<file path="src/rtl/vb_pkg.sv">
package vb_pkg;
  localparam int unsigned VB_ENTRIES = 4;
  localparam int unsigned VB_ADDR_W  = 26;
  localparam int unsigned VB_LINE_W  = 64;

  typedef enum logic [2:0] {
    ACT_IDLE,
    ACT_PROBE,   // miss, nothing to insert
    ACT_SWAP,    // hit, displaced line takes the slot
    ACT_TAKE,    // hit, slot freed
    ACT_FILL,    // miss, insert into free slot
    ACT_REPLACE  // miss, overwrite oldest
  } vb_act_e;
endpackage

</file>
<file path="src/rtl/vb_match.sv">
module vb_match #(
  parameter int unsigned N  = 4,
  parameter int unsigned AW = 26,
  localparam int unsigned IW = $clog2(N)
) (
  input  logic [N-1:0]         valid_i,
  input  logic [N-1:0][AW-1:0] tag_i,
  input  logic [AW-1:0]        addr_i,
  output logic [N-1:0]         hit_o,
  output logic                 hit_any_o,
  output logic [IW-1:0]        hit_idx_o
);
  for (genvar g = 0; g < N; g++) begin : g_cmp
    assign hit_o[g] = valid_i[g] && (tag_i[g] == addr_i);
  end

  assign hit_any_o = |hit_o;

  always_comb begin
    hit_idx_o = '0;
    for (int i = 0; i < N; i++) begin
      if (hit_o[i]) hit_idx_o = IW'(i);
    end
  end
endmodule

</file>
<file path="src/rtl/vb_age.sv">
module vb_age #(
  parameter int unsigned N = 4,
  localparam int unsigned IW = $clog2(N)
) (
  input  logic          clk_i,
  input  logic          rst_ni,
  input  logic [N-1:0]  valid_i,
  input  logic          upd_i,
  input  logic [IW-1:0] slot_i,
  output logic          free_any_o,
  output logic [IW-1:0] free_idx_o,
  output logic [IW-1:0] old_idx_o
);
  // rank 0 = most recent insertion; ranks always form a permutation
  logic [N-1:0][IW-1:0] rank_q;
  logic [IW-1:0]        slot_rank;

  assign slot_rank = rank_q[slot_i];

  for (genvar g = 0; g < N; g++) begin : g_rank
    always_ff @(posedge clk_i or negedge rst_ni) begin
      if (!rst_ni) begin
        rank_q[g] <= IW'(g);
      end else if (upd_i) begin
        if (slot_i == IW'(g))          rank_q[g] <= '0;
        else if (rank_q[g] < slot_rank) rank_q[g] <= rank_q[g] + 1'b1;
      end
    end
  end

  always_comb begin
    free_any_o = 1'b0;
    free_idx_o = '0;
    for (int i = N - 1; i >= 0; i--) begin
      if (!valid_i[i]) begin
        free_any_o = 1'b1;
        free_idx_o = IW'(i);
      end
    end
  end

  always_comb begin
    old_idx_o = '0;
    for (int i = 0; i < N; i++) begin
      if (rank_q[i] == IW'(N - 1)) old_idx_o = IW'(i);
    end
  end
endmodule

</file>
<file path="src/rtl/vb_store.sv">
module vb_store #(
  parameter int unsigned N  = 4,
  parameter int unsigned AW = 26,
  parameter int unsigned DW = 64,
  localparam int unsigned IW = $clog2(N)
) (
  input  logic                 clk_i,
  input  logic                 rst_ni,
  input  logic                 wr_en_i,
  input  logic [IW-1:0]        wr_slot_i,
  input  logic [AW-1:0]        wr_addr_i,
  input  logic [DW-1:0]        wr_data_i,
  input  logic                 wr_dirty_i,
  input  logic                 inv_en_i,
  input  logic [IW-1:0]        inv_slot_i,
  output logic [N-1:0]         valid_o,
  output logic [N-1:0]         dirty_o,
  output logic [N-1:0][AW-1:0] tag_o,
  output logic [N-1:0][DW-1:0] data_o
);
  for (genvar g = 0; g < N; g++) begin : g_ent
    logic wr_me, inv_me;
    assign wr_me  = wr_en_i  && (wr_slot_i  == IW'(g));
    assign inv_me = inv_en_i && (inv_slot_i == IW'(g));

    always_ff @(posedge clk_i or negedge rst_ni) begin
      if (!rst_ni) begin
        valid_o[g] <= 1'b0;
        dirty_o[g] <= 1'b0;
        tag_o[g]   <= '0;
        data_o[g]  <= '0;
      end else if (wr_me) begin
        valid_o[g] <= 1'b1;
        dirty_o[g] <= wr_dirty_i;
        tag_o[g]   <= wr_addr_i;
        data_o[g]  <= wr_data_i;
      end else if (inv_me) begin
        valid_o[g] <= 1'b0;
        dirty_o[g] <= 1'b0;
      end
    end
  end
endmodule

</file>
<file path="src/rtl/victim_buf.sv">
module victim_buf
  import vb_pkg::*;
#(
  parameter int unsigned N  = VB_ENTRIES,
  parameter int unsigned AW = VB_ADDR_W,
  parameter int unsigned DW = VB_LINE_W
) (
  input  logic          clk_i,
  input  logic          rst_ni,
  input  logic          req_valid_i,
  input  logic [AW-1:0] req_addr_i,
  input  logic          dsp_valid_i,
  input  logic [AW-1:0] dsp_addr_i,
  input  logic [DW-1:0] dsp_data_i,
  input  logic          dsp_dirty_i,
  output logic          rsp_valid_o,
  output logic          rsp_hit_o,
  output logic [DW-1:0] rsp_data_o,
  output logic          rsp_dirty_o,
  output logic          wb_valid_o,
  output logic [AW-1:0] wb_addr_o,
  output logic [DW-1:0] wb_data_o
);
  localparam int unsigned IW = $clog2(N);

  logic [N-1:0]         valid_vec, dirty_vec, hit_vec;
  logic [N-1:0][AW-1:0] tag_vec;
  logic [N-1:0][DW-1:0] data_vec;
  logic                 hit_any, free_any, ins_en, inv_en;
  logic [IW-1:0]        hit_idx, free_idx, old_idx, ins_slot;
  vb_act_e              act;

  vb_match #(.N(N), .AW(AW)) u_match (
    .valid_i   (valid_vec),
    .tag_i     (tag_vec),
    .addr_i    (req_addr_i),
    .hit_o     (hit_vec),
    .hit_any_o (hit_any),
    .hit_idx_o (hit_idx)
  );

  always_comb begin
    act = ACT_IDLE;
    if (req_valid_i) begin
      if (hit_any)          act = dsp_valid_i ? ACT_SWAP : ACT_TAKE;
      else if (!dsp_valid_i) act = ACT_PROBE;
      else                  act = free_any ? ACT_FILL : ACT_REPLACE;
    end
  end

  always_comb begin
    unique case (act)
      ACT_SWAP, ACT_TAKE: ins_slot = hit_idx;
      ACT_FILL:           ins_slot = free_idx;
      default:            ins_slot = old_idx;
    endcase
  end

  assign ins_en = (act == ACT_SWAP) || (act == ACT_FILL) || (act == ACT_REPLACE);
  assign inv_en = (act == ACT_TAKE);

  vb_age #(.N(N)) u_age (
    .clk_i      (clk_i),
    .rst_ni     (rst_ni),
    .valid_i    (valid_vec),
    .upd_i      (ins_en),
    .slot_i     (ins_slot),
    .free_any_o (free_any),
    .free_idx_o (free_idx),
    .old_idx_o  (old_idx)
  );

  vb_store #(.N(N), .AW(AW), .DW(DW)) u_store (
    .clk_i      (clk_i),
    .rst_ni     (rst_ni),
    .wr_en_i    (ins_en),
    .wr_slot_i  (ins_slot),
    .wr_addr_i  (dsp_addr_i),
    .wr_data_i  (dsp_data_i),
    .wr_dirty_i (dsp_dirty_i),
    .inv_en_i   (inv_en),
    .inv_slot_i (hit_idx),
    .valid_o    (valid_vec),
    .dirty_o    (dirty_vec),
    .tag_o      (tag_vec),
    .data_o     (data_vec)
  );

  always_ff @(posedge clk_i or negedge rst_ni) begin
    if (!rst_ni) begin
      rsp_valid_o <= 1'b0;
      rsp_hit_o   <= 1'b0;
      rsp_data_o  <= '0;
      rsp_dirty_o <= 1'b0;
    end else begin
      rsp_valid_o <= req_valid_i;
      rsp_hit_o   <= req_valid_i && hit_any;
      rsp_data_o  <= (req_valid_i && hit_any) ? data_vec[hit_idx] : '0;
      rsp_dirty_o <= req_valid_i && hit_any && dirty_vec[hit_idx];
    end
  end

  always_ff @(posedge clk_i or negedge rst_ni) begin
    if (!rst_ni) begin
      wb_valid_o <= 1'b0;
      wb_addr_o  <= '0;
      wb_data_o  <= '0;
    end else begin
      wb_valid_o <= (act == ACT_REPLACE) && dirty_vec[old_idx];
      wb_addr_o  <= tag_vec[old_idx];
      wb_data_o  <= data_vec[old_idx];
    end
  end
endmodule

</file>
<file path="config.mk">
export PLATFORM = sky130hd
export DESIGN_NAME = victim_buf
export DESIGN_NICKNAME = d
export VERILOG_FILES = /design/src/rtl/vb_pkg.sv /design/src/rtl/vb_match.sv /design/src/rtl/vb_age.sv /design/src/rtl/vb_store.sv /design/src/rtl/victim_buf.sv
export SDC_FILE = /design/constraint.sdc
export NUM_CORES = 1
export LEC_CHECK = 0
export CORE_UTILIZATION = 49
export DETAILED_ROUTE_END_ITERATION = 6
export DONT_BUFFER_PORTS = 1
export MAX_ROUTING_LAYER = met4
export SYNTH_ARGS = -nofsm -noshare
export SYNTH_HDL_FRONTEND = slang
export SYNTH_SLANG_ARGS = --single-unit
</file>
<file path="constraint.sdc">
create_clock -name clk_i -period 7.5 [get_ports clk_i]
set_clock_uncertainty 0.05 [all_clocks]
set_input_delay 1.5 -clock clk_i [delete_from_list [all_inputs] [get_ports clk_i]]
set_output_delay 1.5 -clock clk_i [all_outputs]
set_load 0.02 [all_outputs]
</file>
==> flow_summary.ini, run 1 <==
[status]
status = finished, violations left
failed_checks = slew limit

[timing]
rsz0062_at_grt = false
holdWs_ns = 0.454
drv_slew = 311
hold_violations = 0
max_freq_mhz = 203
fin_setup_tns_ns = 0
slew_headroom_pct = -57.8
tightest_slew_ns = 2.37
post-route-min-period_ns = 4.92
min_period_over_period_pct = 65.6
setup_violations = 0

[synthesis]
avgSynthCellArea_um2 = 11.6
synth_area_leaders = dfrtp_1, mux2_2, mux2i_1
yosysWarnings = 0
seq_area_frac_synth_pct = 54.1
ys.flop_type = dfrtp_1
netlist_area_mm2 = 0.0247
synth_edf_count = 0
synth.largest_area_cell = dfrtp_1
synth_nets = 2249
netlist_instances = 2125
async_reset_ff_share_pct = 100
ys_types = 57
synth_top_area_share_pct = 53.7
synth-seq-cells = 534

[pwr]
p_total_uw = 11300
p_per_area_mw_per_mm2 = 416
p_leak_uw = 0.0116
vdd_drop_max_mv = 0.205

[clock_network]
clk_latency_ns = 0.62
ctsHoldBuffers = 0
post_cts_resized = 0
cts.htree.levels = 2
numCtsBuffers = 57
clock-sinks = 534
tritoncts = built
cts_root_buf = clkbuf_16
cts_setup_buffers = 0
cts.path.max_buffers = 3
cts.clk_slew.worst_paths_ns = 0.06

[finish]
nets = 2177
layout_common_cells = dfrtp_1, mux2_2, nor2_1, mux2i_1, a21oi_1
drive_gt1_share_pct = 23.7
final_common_cell = dfrtp_1
syn2layout_area_growth_pct = 10.1
num-fill-cells = 4249
antenna-diode-count = 0
fin_cells = 2762

[worst_setup_path]
setup.worst_path.end_class = flip-flop
crit_arrival_ns = 5.37
reg2reg_slack_ns = 2.79
startpoint_type = input port
required_ns = 7.94
worstPathMaxFanout = 59
critical_path_class = input port to flip-flop

[die]
die_h_um = 227
initial_utilization_pct = 50.0
core_mm2 = 0.0494
die_area_mm2 = 0.0513
die_w_um = 227
rows = 81
ioPinCount = 279

[global_route]
grt_pass1_vias = 16622
grt_overflow = 0
grt_pass1_wl_um = 98100
antenna_found_initial = 0
grt_max_degree = 535
grt_util_all_layers_pct = 25.7

[flow_run]
maxCapViolCount = 0

[detailed_routing]
drtPass1Iterations = 5
via_per_inst = 5.84
ant_nets = 0
drt-total-wl_um = 62800
drt_iter0_drc = 942
vias = 16129
drc = 0
route.detailed.wl_per_inst_um = 22.7

[min_path]
hp-class = flip-flop to flip-flop

[placement]
hpwl_um = 37500
place.gp.congestion = 0.952
io_buffers = 0
dp_cells = 2658
metal layers:
layer / wire length, um / track usage (%) / vias to the layer above
li1: - / - / 7353
met1: 27500 / 32.8 / 8254
met2: 29500 / 40.3 / 408
met3: 4200 / 6.22 / 114
met4: 1650 / 8.57 / 0
met5: 0 / - / -
path summary, 6_finish.rpt:
path,from,to,cells after the start
max,req_addr_i[20],u_store.data_o[140],10
min,u_store.data_o[230],wb_data_o[38],2
max reg2reg,u_age.rank_q[5],u_store.data_o[140],11
min reg2reg,u_store.data_o[230],wb_data_o[38],2
max in group asynchronous,rst_ni,u_age.rank_q[1],0
min in group asynchronous,rst_ni,wb_data_o[7],0
sequential cells by signal, summed over array words and instances (netlist names):
register and flops:
u_store.data_o 256, u_store.tag_o 104, rsp_valid_o 1, wb_valid_o 1, rsp_data_o 64, u_store.valid_o 4
u_store.dirty_o 4, rsp_dirty_o 1, rsp_hit_o 1, u_age.rank_q 8, wb_addr_o 26, wb_data_o 64
report_power, final:
part	leakage (uW)	switching, uW	internal (uW)
sequential	0.00655	1310	4140
combinational	0.00409	1270	1560
clock	0.00100	1160	1870
worst max-delay path, cell delays in order:
cell	delay [ns]
xnor2_1	0.27
and4bb_1	0.23
nand4_1	0.10
or4_4	0.58
and4_4	0.17
a211oi_4	0.82
inv_1	0.27
nor2_4	0.17
buf_4	0.77
mux2_2	0.42
per-stage QoR:
step	setup WS, ns	utilization, %	instance area (um^2)
global placement	2.06	51.0	25200
floorplan	3.10	-	24700
detailed placement	1.99	51.0	25200
finish	2.58	55.1	27200
CTS	2.65	55.1	27200
global route	2.39	55.1	27200
synth_stat cells (all sizes together) (3+ instances only):
library cell and count:
mux2i 166, ha 3, buf 63, dfstp 4, nor4 13, a211oi 67, dfrtp 530, nor2b 4
o21ai 97, mux2 362, a21oi 163, a21o 3, xnor2 86, and2 6, nor3 7, inv 9
nand3 7, nor2 241, clkbuf 85, a31oi 3, nand2 112, o31ai 3, nand4 34, xor2 19
logic make-up (layout without fill, tap and decap cells):
logic type | count (synthesis) | count (layout) | share of synthesized area, %
buf+inv | 157 | 130 | 2.66
compound gates | 355 | 355 | 8.31
simple gates | 443 | 443 | 7.80
xor+xnor | 105 | 105 | 3.72
fa+ha+maj | 3 | 3 | 0.152
flops | 534 | 534 | 54.1
mux | 528 | 528 | 23.2
layout make-up:
type	count	area, um^2	area share [%]
flip-flops and latches	534	13400	49.2
inverters	9	33.8	0.124
clock inverters	26	408	1.50
clock buffers	78	1640	6.02
repair buffers	17	153	0.561
multi-input cells	1434	10800	39.6
well taps	664	831	3.05
No activity file was read; power rests on OpenSTA's default activity.
==> run 2: changes to the inputs <==
--- a/config.mk
+++ b/config.mk
@@ -5,6 +5,7 @@
 export SDC_FILE = /design/constraint.sdc
 export NUM_CORES = 1
 export LEC_CHECK = 0
+export ABC_AREA = 1
 export CORE_UTILIZATION = 49
 export DETAILED_ROUTE_END_ITERATION = 6
 export DONT_BUFFER_PORTS = 1
==> constraint.sdc (replaced) <==
create_clock -name clk_i -period 5 [get_ports clk_i]
set_clock_uncertainty 0.05 [all_clocks]
set_input_delay 1 -clock clk_i [delete_from_list [all_inputs] [get_ports clk_i]]
set_output_delay 1 -clock clk_i [all_outputs]
set_load 0.02 [all_outputs]
==> run 2 against run 1 <==
  * The run still ends with slew limit left
  * Combinational power is 120% higher
  * Register-to-register slack got worse by 1.3 ns
  * Sequential share of layout area shrank 1.3 points
  * Power increased by 64%
  * Via count is 31% higher
  * Highest routed layer unchanged
  * Routed wire length up 27%
  * Synthesized cell count is 45% higher
  * Critical path depth rose by 4
  * First-iteration DRC count is 110% higher
  * Non-clock buffer count rose by 12
==> flow_summary.ini, run 2 <==
[clock_network]
clock-sinks = 534
tritoncts = built
cts_root_buf = clkbuf_16
cts_setup_buffers = 0
cts.clk_slew.worst_paths_ns = 0.06
cts.htree.levels = 2
numCtsBuffers = 57
post_cts_resized = 0
ctsHoldBuffers = 0
cts.path.max_buffers = 3
clk_latency_ns = 0.63

[synthesis]
synth_area_leaders = dfrtp_1, nand2_1, inv_1
ys_types = 42
ys.flop_type = dfrtp_1
netlist_top_cells_count = nand2_1, dfrtp_1, inv_1
yosysWarnings = 0
seq_area_frac_synth_pct = 52.1
avgSynthCellArea_um2 = 8.31
synth-seq-cells = 534
synth_simple_gate_area_share_pct = 19.1
synth_xor_area_share_pct = 1.13
muxShareOfSynthArea_pct = 0
netlist_area_mm2 = 0.0257
synth_nets = 3211
synthAdderAreaFrac_pct = 0.146
synth.largest_area_cell = dfrtp_1
synth-compound-area-share_pct = 18.0
synth_top_family_by_area = simple AND/OR/NAND/NOR gates
async_reset_ff_share_pct = 100
synth_most_common_cell = nand2_1
synth_top_area_share_pct = 51.7
synth_edf_count = 0
netlist_instances = 3087

[finish]
regMostFlops = u_store.data_o
final_common_cell = nand2_1
syn2layout_area_growth_pct = 8.86
final_area_mm2 = 0.0279
antenna-diode-count = 0
largest_reg_flops = 256
utilization_pct = 54.2
drive_gt1_share_pct = 10.6
largestRegisters = u_store.data_o (256), u_store.tag_o (104)
nets = 3118
layout_common_cells = nand2_1, dfrtp_1, inv_1, o21ai_1, o21ai_0

[die]
die_w_um = 231
rows = 83
die_area_mm2 = 0.0533
die_h_um = 231
initial_utilization_pct = 49.8
ioPinCount = 279
core_mm2 = 0.0515

[timing]
min_period_over_period_pct = 70.9
max_freq_mhz = 282
hold_violations = 0
post-route-min-period_ns = 3.55
slew_headroom_pct = -47.3
drv_slew = 426
rsz0062_at_grt = false
tightest_slew_ns = 2.21
worst_slack_ns = 1.45
setup_violations = 0
fin_setup_tns_ns = 0

[detailed_routing]
drt-total-wl_um = 79700
drc = 0
drtPass1Iterations = 6
ant_nets = 0
drt_iter0_drc = 1943
vias = 21115
via_per_inst = 5.68
route.detailed.wl_per_inst_um = 21.4

[flow_run]
maxCapViolCount = 0

[worst_setup_path]
cp-startpoint = u_store.valid_o[3]
required_ns = 5.43
worstPathMaxFanout = 34
setup.worst_path.end_class = flip-flop
startpoint_type = flip-flop
critical_path_class = flip-flop to flip-flop
crit_arrival_ns = 3.97
reg2reg_from = u_store.valid_o[3]

[pwr]
p_comb_share_pct = 33.7
p_per_area_mw_per_mm2 = 662
p_leak_uw = 0.0139
switchingPower_uw = 7570
vdd_drop_max_mv = 0.322
p_total_uw = 18500
power_switching_share_pct = 40.9
p_clk_share_pct = 22.8
sequentialPowerShare_pct = 43.5
intPower_uw = 10900

[placement]
place_ws_ns = 0.910
place.gp.congestion = 1.05
hpwl_um = 50300
place_area_mm2 = 0.0261
io_buffers = 0

[status]
status = finished, violations left
failed_checks = slew limit

[global_route]
grt_pass1_wl_um = 124000
grt_util_all_layers_pct = 30.9
grt_pass1_vias = 21087
antenna_found_initial = 0
grt_max_degree = 535
grt_overflow = 0

[min_path]
hp-class = input port to async pin
run 2: cell types whose count changed after synthesis, moves of 127 or more:
cell	change
inv_1	+371
mux2_2	-361
mux2i_1	-166
nand2_1	+830
nor2_1	-127
o21ai_1	+159
run 2: cell families (layout without fill, tap and decap cells):
kind of cell / Yosys count / after routing
adders and majority gates: 3 / 3
xor gates and xnor gates: 33 / 33
buffers and inverters: 586 / 538
AOI/OAI and AO/OA: 724 / 724
DFF: 534 / 534
and+or+nand+nor: 1207 / 1207
run 2: worst max-delay path, stage by stage, from the launching register on:
cell,delay [ns]
dfrtp_1,0.43
inv_1,0.26
a21oi_1,0.07
nand3_1,0.11
nor2_1,0.06
nand3b_1,0.15
nor2_4,0.07
nor2_2,0.20
inv_1,0.10
nor2_4,0.81
buf_4,0.61
inv_1,0.11
nor2_1,0.15
nand3b_1,0.11
o21ai_0,0.08
run 2: stage by stage:
| stage | instances | hold WS [ns] |
|---|---|---|
| 3_5_place_dp | 3615 | 0.445 |
| 4_1_cts | 3719 | 0.00223 |
| 6_report | 3719 | 0.0293 |
| 5_1_grt | 3719 | 0.00916 |
| 3_3_place_gp | 3615 | 0.440 |
| 2_1_floorplan | 3087 | 0.416 |
run 2: layer usage:
metal  GRT usage, %  part of all wire [%]  up-vias
met3           5.58                   7.5      144
met1           41.2                    43    10324
met4           9.58                   2.4        0
li1               -                     -     9852
met2           48.1                    47      795
met5              -                     0        -
run 2: power groups by stage:
stage | combinational [uW] | sequential (uW) | clock, uW
floorplan | 4600 | 7650 | 0
global placement | 6070 | 8020 | 0
detailed placement | 6180 | 8070 | 0
CTS | 6210 | 8030 | 4310
global route | 6950 | 8270 | 4470
finish | 6230 | 8050 | 4230
run 2: path summary, 6_finish.rpt:
kind / end / slack (ns) / depth (start not counted)
max in group asynchronous: wb_data_o[19] / 3.12 / 0
setup reg to reg: u_store.dirty_o[0] / 1.45 / 14
hold reg to reg: u_age.rank_q[5] / 0.45 / 2
hold / removal: u_store.tag_o[14] / 0.03 / 0
setup / recovery: u_store.dirty_o[0] / 1.45 / 14
min in group clk_i: rsp_valid_o / 0.37 / 0
run 2: layout make-up:
type,count,area (um^2)
Fill cell,4774,23600
Sequential cell,534,13400
Multi-Input combinational cell,1967,9940
Clock buffer,86,1710
Inverter,405,1520
Tap cell,680,851
Timing Repair Buffer,29,368
Clock inverter,18,184
